--- src/rtl/spim_pkg.sv ---
package spim_pkg;
  localparam int GO_BIT   = 1;
  localparam int LOOP_BIT = 3;
  localparam int CPOL_BIT = 5;
  localparam int CPHA_BIT = 6;

  typedef struct packed {
    logic loop;
    logic cpol;
    logic cpha;
  } xfer_mode_t;

  function automatic int sel_bit(input int n);
    return 2 * n;
  endfunction
endpackage

--- src/rtl/spim_divider.sv ---
module spim_divider #(
  parameter int DIV_W = 5
) (
  input  logic             clk,
  input  logic             rst_n,
  input  logic             run,
  input  logic [DIV_W-1:0] div,
  output logic             tick
);
  logic [DIV_W-1:0] cnt_q;

  assign tick = run && (cnt_q >= div);

  always_ff @(posedge clk or negedge rst_n) begin
    if (!rst_n)          cnt_q <= '0;
    else if (!run)       cnt_q <= '0;
    else if (tick)       cnt_q <= '0;
    else                 cnt_q <= cnt_q + 1'b1;
  end

  // after a half-period tick the next one is at least div+1 cycles away
  p_tick_gap_r7: assert property (@(posedge clk) disable iff (!rst_n)
    tick |=> (!tick || div == '0));
endmodule

--- src/rtl/spim_shifter.sv ---
module spim_shifter
  import spim_pkg::*;
#(
  parameter int BYTE_W = 8
) (
  input  logic              clk,
  input  logic              rst_n,
  input  logic              start,
  input  logic [BYTE_W-1:0] tx_byte,
  input  xfer_mode_t        mode,
  input  logic              tick,
  input  logic              miso_i,
  output logic              busy,
  output logic              sclk,
  output logic              mosi,
  output logic              done,
  output logic [BYTE_W-1:0] rx_final
);
  localparam int EDGES  = 2 * BYTE_W;
  localparam int EDGE_W = $clog2(EDGES);

  logic [EDGE_W-1:0] edge_q;
  logic [BYTE_W-1:0] tx_q, rx_q;
  logic              sclk_q;
  xfer_mode_t        mode_q;
  logic              leading, do_sample, do_shift, miso_eff;

  assign leading   = ~edge_q[0];
  assign do_sample = mode_q.cpha ? ~leading : leading;
  assign do_shift  = mode_q.cpha ? (leading && edge_q != '0) : ~leading;
  assign mosi      = tx_q[BYTE_W-1];
  assign miso_eff  = mode_q.loop ? tx_q[BYTE_W-1] : miso_i;
  assign done      = busy && tick && (edge_q == EDGE_W'(EDGES - 1));
  assign rx_final  = do_sample ? {rx_q[BYTE_W-2:0], miso_eff} : rx_q;
  assign sclk      = sclk_q;

  always_ff @(posedge clk or negedge rst_n) begin
    if (!rst_n) begin
      busy   <= 1'b0;
      edge_q <= '0;
      tx_q   <= '0;
      rx_q   <= '0;
      sclk_q <= 1'b0;
      mode_q <= '0;
    end else if (start && !busy) begin
      busy   <= 1'b1;
      edge_q <= '0;
      tx_q   <= tx_byte;
      rx_q   <= '0;
      sclk_q <= mode.cpol;
      mode_q <= mode;
    end else if (busy && tick) begin
      sclk_q <= ~sclk_q;
      edge_q <= edge_q + 1'b1;
      if (do_sample) rx_q <= rx_final;
      if (do_shift)  tx_q <= {tx_q[BYTE_W-2:0], 1'b0};
      if (done)      busy <= 1'b0;
    end
  end

  // after the final edge the clock rests at the latched idle level
  p_idle_level_r5: assert property (@(posedge clk) disable iff (!rst_n)
    done |=> (sclk_q == mode_q.cpol));
  // a transfer never ends in the cycle right after it started
  p_no_instant_end_r2: assert property (@(posedge clk) disable iff (!rst_n)
    (start && !busy) |=> !done);
endmodule

--- src/rtl/spi_byte_master.sv ---
module spi_byte_master
  import spim_pkg::*;
#(
  parameter int DATA_W    = 32,
  parameter int ADDR_W    = 3,
  parameter int NUM_CS    = 3,
  parameter int DIV_W     = 5,
  parameter int BYTE_W    = 8,
  parameter int RESET_DIV = 31
) (
  input  logic              clk,
  input  logic              rst_n,
  input  logic              bus_en,
  input  logic              bus_we,
  input  logic [ADDR_W-1:0] bus_addr,
  input  logic [DATA_W-1:0] bus_wdata,
  output logic [DATA_W-1:0] bus_rdata,
  output logic [NUM_CS-1:0] cs_o,
  output logic              sclk_o,
  output logic              mosi_o,
  input  logic              miso_i
);
  localparam int DIV_LSB = DATA_W - DIV_W;

  logic              wr_ctrl, wr_data, go, busy, tick, done, sclk_sh;
  logic [DIV_W-1:0]  div_q;
  logic [BYTE_W-1:0] data_q, rx_final;
  xfer_mode_t        mode_q, mode_wr;
  logic [DATA_W-1:0] ctrl_rd;
  logic              unused_bits;

  assign wr_ctrl = bus_en && bus_we && !bus_addr[2];
  assign wr_data = bus_en && bus_we &&  bus_addr[2];
  assign go      = wr_ctrl && bus_wdata[GO_BIT] && !busy;
  assign mode_wr = '{loop: bus_wdata[LOOP_BIT], cpol: bus_wdata[CPOL_BIT],
                     cpha: bus_wdata[CPHA_BIT]};
  assign unused_bits = ^{bus_addr[1:0], bus_wdata[DIV_LSB-1:CPHA_BIT+1],
                         bus_wdata[ADDR_W-1:0]};

  always_ff @(posedge clk or negedge rst_n) begin
    if (!rst_n) begin
      div_q  <= DIV_W'(RESET_DIV);
      mode_q <= '0;
      data_q <= '0;
    end else begin
      if (wr_ctrl) begin
        div_q <= bus_wdata[DATA_W-1:DIV_LSB];
        if (!busy) mode_q <= mode_wr;
      end
      if (done)                  data_q <= rx_final;
      else if (wr_data && !busy) data_q <= bus_wdata[BYTE_W-1:0];
    end
  end

  for (genvar g = 0; g < NUM_CS; g++) begin : g_sel
    always_ff @(posedge clk or negedge rst_n) begin
      if (!rst_n)       cs_o[g] <= 1'b1;
      else if (wr_ctrl) cs_o[g] <= bus_wdata[sel_bit(g)];
    end
    // each select follows its control bit after every control write
    p_sel_follow_r3: assert property (@(posedge clk) disable iff (!rst_n)
      wr_ctrl |=> cs_o[g] == $past(bus_wdata[sel_bit(g)]));
  end

  always_comb begin
    ctrl_rd = '0;
    for (int n = 0; n < NUM_CS; n++) ctrl_rd[sel_bit(n)] = cs_o[n];
    ctrl_rd[GO_BIT]   = busy;
    ctrl_rd[LOOP_BIT] = mode_q.loop;
    ctrl_rd[CPOL_BIT] = mode_q.cpol;
    ctrl_rd[CPHA_BIT] = mode_q.cpha;
    ctrl_rd[DATA_W-1:DIV_LSB] = div_q;
  end

  assign bus_rdata = bus_addr[2] ? {{(DATA_W-BYTE_W){1'b0}}, data_q} : ctrl_rd;
  assign sclk_o    = busy ? sclk_sh : mode_q.cpol;

  spim_divider #(.DIV_W(DIV_W)) u_div (
    .clk(clk), .rst_n(rst_n), .run(busy), .div(div_q), .tick(tick)
  );

  spim_shifter #(.BYTE_W(BYTE_W)) u_shift (
    .clk(clk), .rst_n(rst_n), .start(go), .tx_byte(data_q), .mode(mode_wr),
    .tick(tick), .miso_i(miso_i), .busy(busy), .sclk(sclk_sh),
    .mosi(mosi_o), .done(done), .rx_final(rx_final)
  );

  // an accepted start shows busy in the following cycle
  p_go_busy_r2: assert property (@(posedge clk) disable iff (!rst_n)
    go |=> busy);
  // data word is frozen against bus writes during a transfer
  p_data_hold_r8: assert property (@(posedge clk) disable iff (!rst_n)
    (wr_data && busy && !done) |=> $stable(data_q));
  // mode bits do not change while a transfer runs
  p_mode_hold_r8: assert property (@(posedge clk) disable iff (!rst_n)
    (wr_ctrl && busy) |=> $stable(mode_q));
  // upper data bits always read zero
  p_rd_upper_r9: assert property (@(posedge clk) disable iff (!rst_n)
    bus_addr[2] |-> bus_rdata[DATA_W-1:BYTE_W] == '0);
endmodule

--- config.mk ---
export PLATFORM = sky130hd
export DESIGN_NAME = spi_byte_master
export DESIGN_NICKNAME = d
export VERILOG_FILES = /design/src/rtl/spim_pkg.sv /design/src/rtl/spim_divider.sv /design/src/rtl/spim_shifter.sv /design/src/rtl/spi_byte_master.sv
export SDC_FILE = /design/constraint.sdc
export NUM_CORES = 1
export LEC_CHECK = 0
export CAP_MARGIN = 20
export CORE_ASPECT_RATIO = 0.6
export CORE_UTILIZATION = 35
export DETAILED_ROUTE_END_ITERATION = 8
export DONT_BUFFER_PORTS = 1
export GPL_TIMING_DRIVEN = 0
export SLEW_MARGIN = 10
export SYNTH_ARGS = -nofsm -noshare
export SYNTH_HDL_FRONTEND = slang
export SYNTH_HIERARCHICAL = 1
export SYNTH_SLANG_ARGS = --single-unit
--- constraint.sdc ---
create_clock -name clk -period 3.4 [get_ports clk]
set_input_delay 0.34 -clock clk [delete_from_list [all_inputs] [get_ports clk]]
set_output_delay 0.34 -clock clk [all_outputs]
set_load 0.02 [all_outputs]
[Yosys cells after proc, flatten, opt, wreduce, memory -nomap -nowiden]
Index checks and enable logic that the tools add are counted.
Storage, ports and cells
  output and inout port bits: 37
  logic and storage cells: 69
  input bits: 40
  register bits after elaboration: 48
Cells by class
  reductions and logical operators: 23
  $lt $le $gt $ge: 1
  add/sub/neg operators: 2
  multiplexer cells: 23
  equal/unequal tests: 1
  bitwise logic cells: 3
Operators with widths (number)
  $mux W8: 9
  $mux W32: 1
  $logic_and A1 B1 Y1: 11
  $mux W5: 2
  $reduce_bool A2 Y1: 5
  $mux W1: 9
  $mux W4: 2
  $reduce_and A2 Y1: 4
  $add A5 B1 Y5 const B: 1
  $ge A5 B5 Y1: 1
  $add A4 B1 Y4 const B: 1
  $eq A4 B4 Y1 const B: 1
  $reduce_bool A4 Y1: 1
  $not A1 Y1: 3
  $logic_not A1 Y1: 2

[Longest topological paths before layout]
  depth after elaboration: 7
  gate-level depth with buffers: 12
  depth with buffers taken out: 10

[Modules after synthesis]
Netlist, hierarchy kept.
Modules (own cells, without submodules)
  spim_shifter: cells an instance 133, times used 1, seq. area each 600.6 um2, area each 1285.0 um2
  spi_byte_master: cells an instance 92, times used 1, seq. area each 485.5 um2, area each 1169.9 um2
  spim_divider: cells an instance 36, times used 1, seq. area each 125.1 um2, area each 367.9 um2

[Worst setup path before layout]
Ideal clock, no wire load.
  path kind: register -> register
  start point: register div_q[2]
  end point: register data_q[0]
  library setup time: 125 ps
  arrival: 2454 ps
  period minus slack after synthesis: 2579 ps
  stages on the path, launching flop included: 13
  buffers on the path: 2
  required time: 3275 ps
  path slack: 821 ps
  path through: dfstp_2 inv_1 ha_1 nand2_1 o21ai_2 nand3_1 a21boi_0 buf_2 nand2_1 nor2_1 buf_2 mux2_2 mux2_2
On the way
  word-level cells in the longest chain between the ends: 5
  elaborated cells between the ends (all ways): 6
  classes of those cells: order compare (1); mux (1); reduce/logical (4)
RTL lines
  start: declaration: line spi_byte_master.sv:26  | logic [DIV_W-1:0] div_q;
  start signal: assignment: line spi_byte_master.sv:42  | div_q <= DIV_W'(RESET_DIV);
  start signal: assignment: line spi_byte_master.sv:47  | div_q <= bus_wdata[DATA_W-1:DIV_LSB];
  $ge A5 B5 Y1 (*): line spim_divider.sv:12  | assign tick = run && (cnt_q >= div);
  $logic_and A1 B1 Y1 (*): line spim_divider.sv:12
  via tick: line spi_byte_master.sv:25  | logic wr_ctrl, wr_data, go, busy, tick, done, sclk_sh;
  $logic_and A1 B1 Y1 (*) (2 in series): line spim_shifter.sv:33  | assign done = busy && tick && (edge_q == EDGE_W'(EDGES - 1));
  via done: line spi_byte_master.sv:25
  $mux W8 or $reduce_bool A2 Y1 (tied branches)
  end signal: assignment: line spi_byte_master.sv:50  | if (done) data_q <= rx_final;
  end signal: assignment: line spi_byte_master.sv:51  | else if (wr_data && !busy) data_q <= bus_wdata[BYTE_W-1:0];
  end: declaration: line spi_byte_master.sv:27  | logic [BYTE_W-1:0] data_q, rx_final;
The timed path passes the listed nets; every way through them passes the cells marked *.
A chain may end at the register's enable or synchronous reset.

[Worst setup path after layout]
  start point: register div_q[2]
  end point: register data_q[1]
Same word-level chain as after synthesis.

==> results.py <==
metrics = {
    "synth": {
        "synth.cell_area_um2": 2820,
        "ys_async_sr_fraction": 1.00,
        "ys_seq_elements": 48,
        "synth-edff-count": 0,
        "synth_flop_cell": "dfrtp_1",
        "yosysTopAreaCellShare": 0.355,
        "ys_seq_area_frac": 0.429,
        "avgSynthCellArea_um2": 10.8,
        "yosysTopAreaCell": "dfrtp_1",
        "yosys_warnings": 6,
        "yosysMostFrequentCell": "mux2_2",
        "postSynthCellCount": 261,
        "yosys-top-cells-count": "50 x mux2_2, 40 x dfrtp_1, 30 x nand2_1",
        "synth.area.top_cells": "dfrtp_1 35%, mux2_2 20%, dfstp_2 7.4%",
        "yosys.cell_types.count": 38,
    },
    "global_routing": {
        "busiest_layer": "met1",
        "met1_usage": 0.225,
        "grt_pass1_vias": 1821,
        "track_usage": 0.156,
        "grt_overflow_total": 0,
        "antenna_found_initial": 0,
        "gr-usage-met2": 0.215,
        "grt_first_pass_wirelength_mm": 9.93,
        "use_met3": 0.0541,
        "grt_max_degree": 49,
    },
    "worst_setup_path": {
        "cp_cell_sequence": "inv_1 > ha_1 > nand2_1 > o21ai_2 > nand3_1 > a21boi_0 > buf_2 > nand2_1 > nor2_1 > buf_2 > mux2_2 > mux2_2",
        "crit_path_max_incr_delay_ns": 0.53,
        "critPathRequiredTime_ns": 3.58,
        "startpoint_type": "register",
        "path_max_fanout": 9,
        "crit_arrival_ns": 3.04,
        "path_delay_family": "multiplexers",
        "worstSetupPathType": "register to register",
        "crit_path_top_delay_cell": "dfstp_2",
        "crit_path_end_kind": "register",
        "crit_buf_inv": 3,
    },
    "clock_network": {
        "root_buffer": "clkbuf_16",
        "cts_buffers": 5,
        "path_clk_slew_ns": 0.07,
        "cts_sinks": 48,
        "clk_latency_ns": 0.29,
        "cts_tree": "yes",
        "clk_path_buf_depth": 2,
        "htree_levels": 2,
        "post_cts_buffers": 0,
    },
    "drt": {
        "drt_iter0_drc": 196,
        "post-route-drc-count": 0,
        "post_drt_wl_per_cell_um": 15.3,
        "num_vias": 1845,
        "ant_nets": 0,
        "drt_pass1_iterations": 4,
        "detail_route.vias_per_cell": 4.69,
        "routed_wl_mm": 6.03,
    },
    "place": {
        "port_buffers": 0,
        "placedCellCount": 383,
        "place_ws_ns": 0.537,
        "placed_area_um2": 3020,
        "place_hpwl_mm": 4.43,
        "place_congestion": 0.839,
    },
    "timing": {
        "timing.fmax_mhz": 349,
        "skew_ns": 0.00569,
        "grt_setup_unrepaired": "false",
        "setup_ws_ns": 0.539,
        "worst_slew_pin_slew_ns": 0.683,
        "tns_ns": 0,
        "timing.final.crit_share": 0.842,
        "layout_min_cycle_time_ns": 2.86,
        "slew_headroom": 0.540,
        "setup_violations": 0,
        "final_hold_viol_count": 0,
        "whs_ns": 0.192,
        "slew_violations": 0,
    },
    "hold_path": {
        "hp-class": "input port to register",
    },
    "die": {
        "coreArea_um2": 7540,
        "die_y_um": 71.6,
        "die_x_um": 118,
        "io_pins": 77,
        "num_rows": 24,
        "start_util": 0.375,
        "die_area_um2": 8440,
    },
    "pwr": {
        "vdd_ir_drop_max_v": 0.000195,
        "comb_power_share": 0.364,
        "p_seq_frac": 0.413,
        "power.share.clock": 0.224,
        "p_per_area_nw_per_um2": 702,
        "p_sw_uw": 836,
        "p_leak_nw": 1.46,
        "internal_power_mw": 1.41,
        "swShare": 0.371,
    },
    "final_layout": {
        "multi_input_area_um2": 1410,
        "regArea_um2": 1210,
        "area_growth_pct": 13.5,
        "n_fill_cell": 746,
        "stdcell_area_um2": 3200,
        "fin_cells": 393,
        "nNetsFinal": 336,
        "antenna_cells": 0,
        "drive_gt1_frac": 0.388,
    },
    "status": {
        "status": "finished, final reports clean",
    },
    "job": {
        "cap_violations": 0,
    },
}
==> state kept, by name, indices dropped and copies added, names as in the netlist <==
name,flops
div_q,5
cs_o,3
u_shift/busy,1
u_div/cnt_q,5
u_shift/sclk,1
data_q,8
u_shift/edge_q,4
u_shift/mode_q,2
u_shift/tx_q,8
u_shift/rx_q,8
ctrl_rd,3
==> cell families (layout without fill, tap and decap cells) <==
logic type               count (synthesis)  after routing  share of synthesized area
multiplexers                            51             51                      0.203
buffers and inverters                   43             53                     0.0949
flip-flops                              48             48                      0.429
XOR/XNOR                                 7              7                     0.0217
AND/OR/NAND/NOR                         68             68                      0.127
adder cells (fa/ha/maj)                  8              8                     0.0355
AO/OA/AOI/OAI                           35             35                     0.0878
other                                    1             19                    0.00133
==> power groups by stage <==
stage | clock network [mW] | registers [mW] | logic, mW
2_1_floorplan | 0 | 0.880 | 0.680
3_3_place_gp | 0 | 0.927 | 0.782
3_5_place_dp | 0 | 0.935 | 0.800
4_1_cts | 0.519 | 0.926 | 0.822
5_1_grt | 0.544 | 0.956 | 0.911
6_report | 0.503 | 0.928 | 0.818
==> what timing repair did <==
action,CTS,global route
gates resized for setup,0,0
hold buffers,2,0
hold endpoints to repair,48,0
==> layout make-up <==
type / instances / share of cell area
repair buffers: 2 / 0.0117
flip-flops and latches: 48 / 0.378
inverters: 10 / 0.0117
plain buffers: 33 / 0.0718
clock buffers: 8 / 0.0457
multi-input cells: 188 / 0.440
well taps: 104 / 0.0406
==> cell usage in the layout, fill, tap and decap left out, drive strengths merged, types with 2 or more instances in the layout <==
cell	count
nand3	12
xnor2	4
buf	33
o21ai	15
nor2	9
clkbuf	9
conb	19
a21oi	12
nor2b	9
dfstp	8
ha	8
xor2	3
dfrtp	40
and2	3
inv	10
a22o	2
mux2	50
nand2	30
==> through the flow <==
step	util	total power, mW
floorplan	-	1.56
global placement	0.401	1.71
detailed placement	0.401	1.74
CTS	0.425	2.27
global route	0.425	2.41
finish	0.425	2.25
==> final timing paths <==
path	startpoint	end	slack, ns	cells past startpoint
worst max-delay path	div_q[2]	data_q[1]	0.54	12
worst min-delay path	bus_wdata[4]	cs_o[2]	0.19	1
min in group asynchronous	rst_n	ctrl_rd[5]	0.55	2
worst max register to register	div_q[2]	data_q[1]	0.54	12
worst min register to register	u_div/cnt_q[0]	u_div/cnt_q[0]	0.49	1
max in group asynchronous	rst_n	div_q[1]	2.56	2
==> routing by layer <==
layer / wire length, um / up-vias / share of wire
li1: - / 908 / -
met1: 3070 / 882 / 0.51
met2: 2490 / 48 / 0.41
met3: 392 / 7 / 0.065
met4: 73 / 0 / 0.012
met5: 0 / - / 0
(Power assumes the default switching activity.)
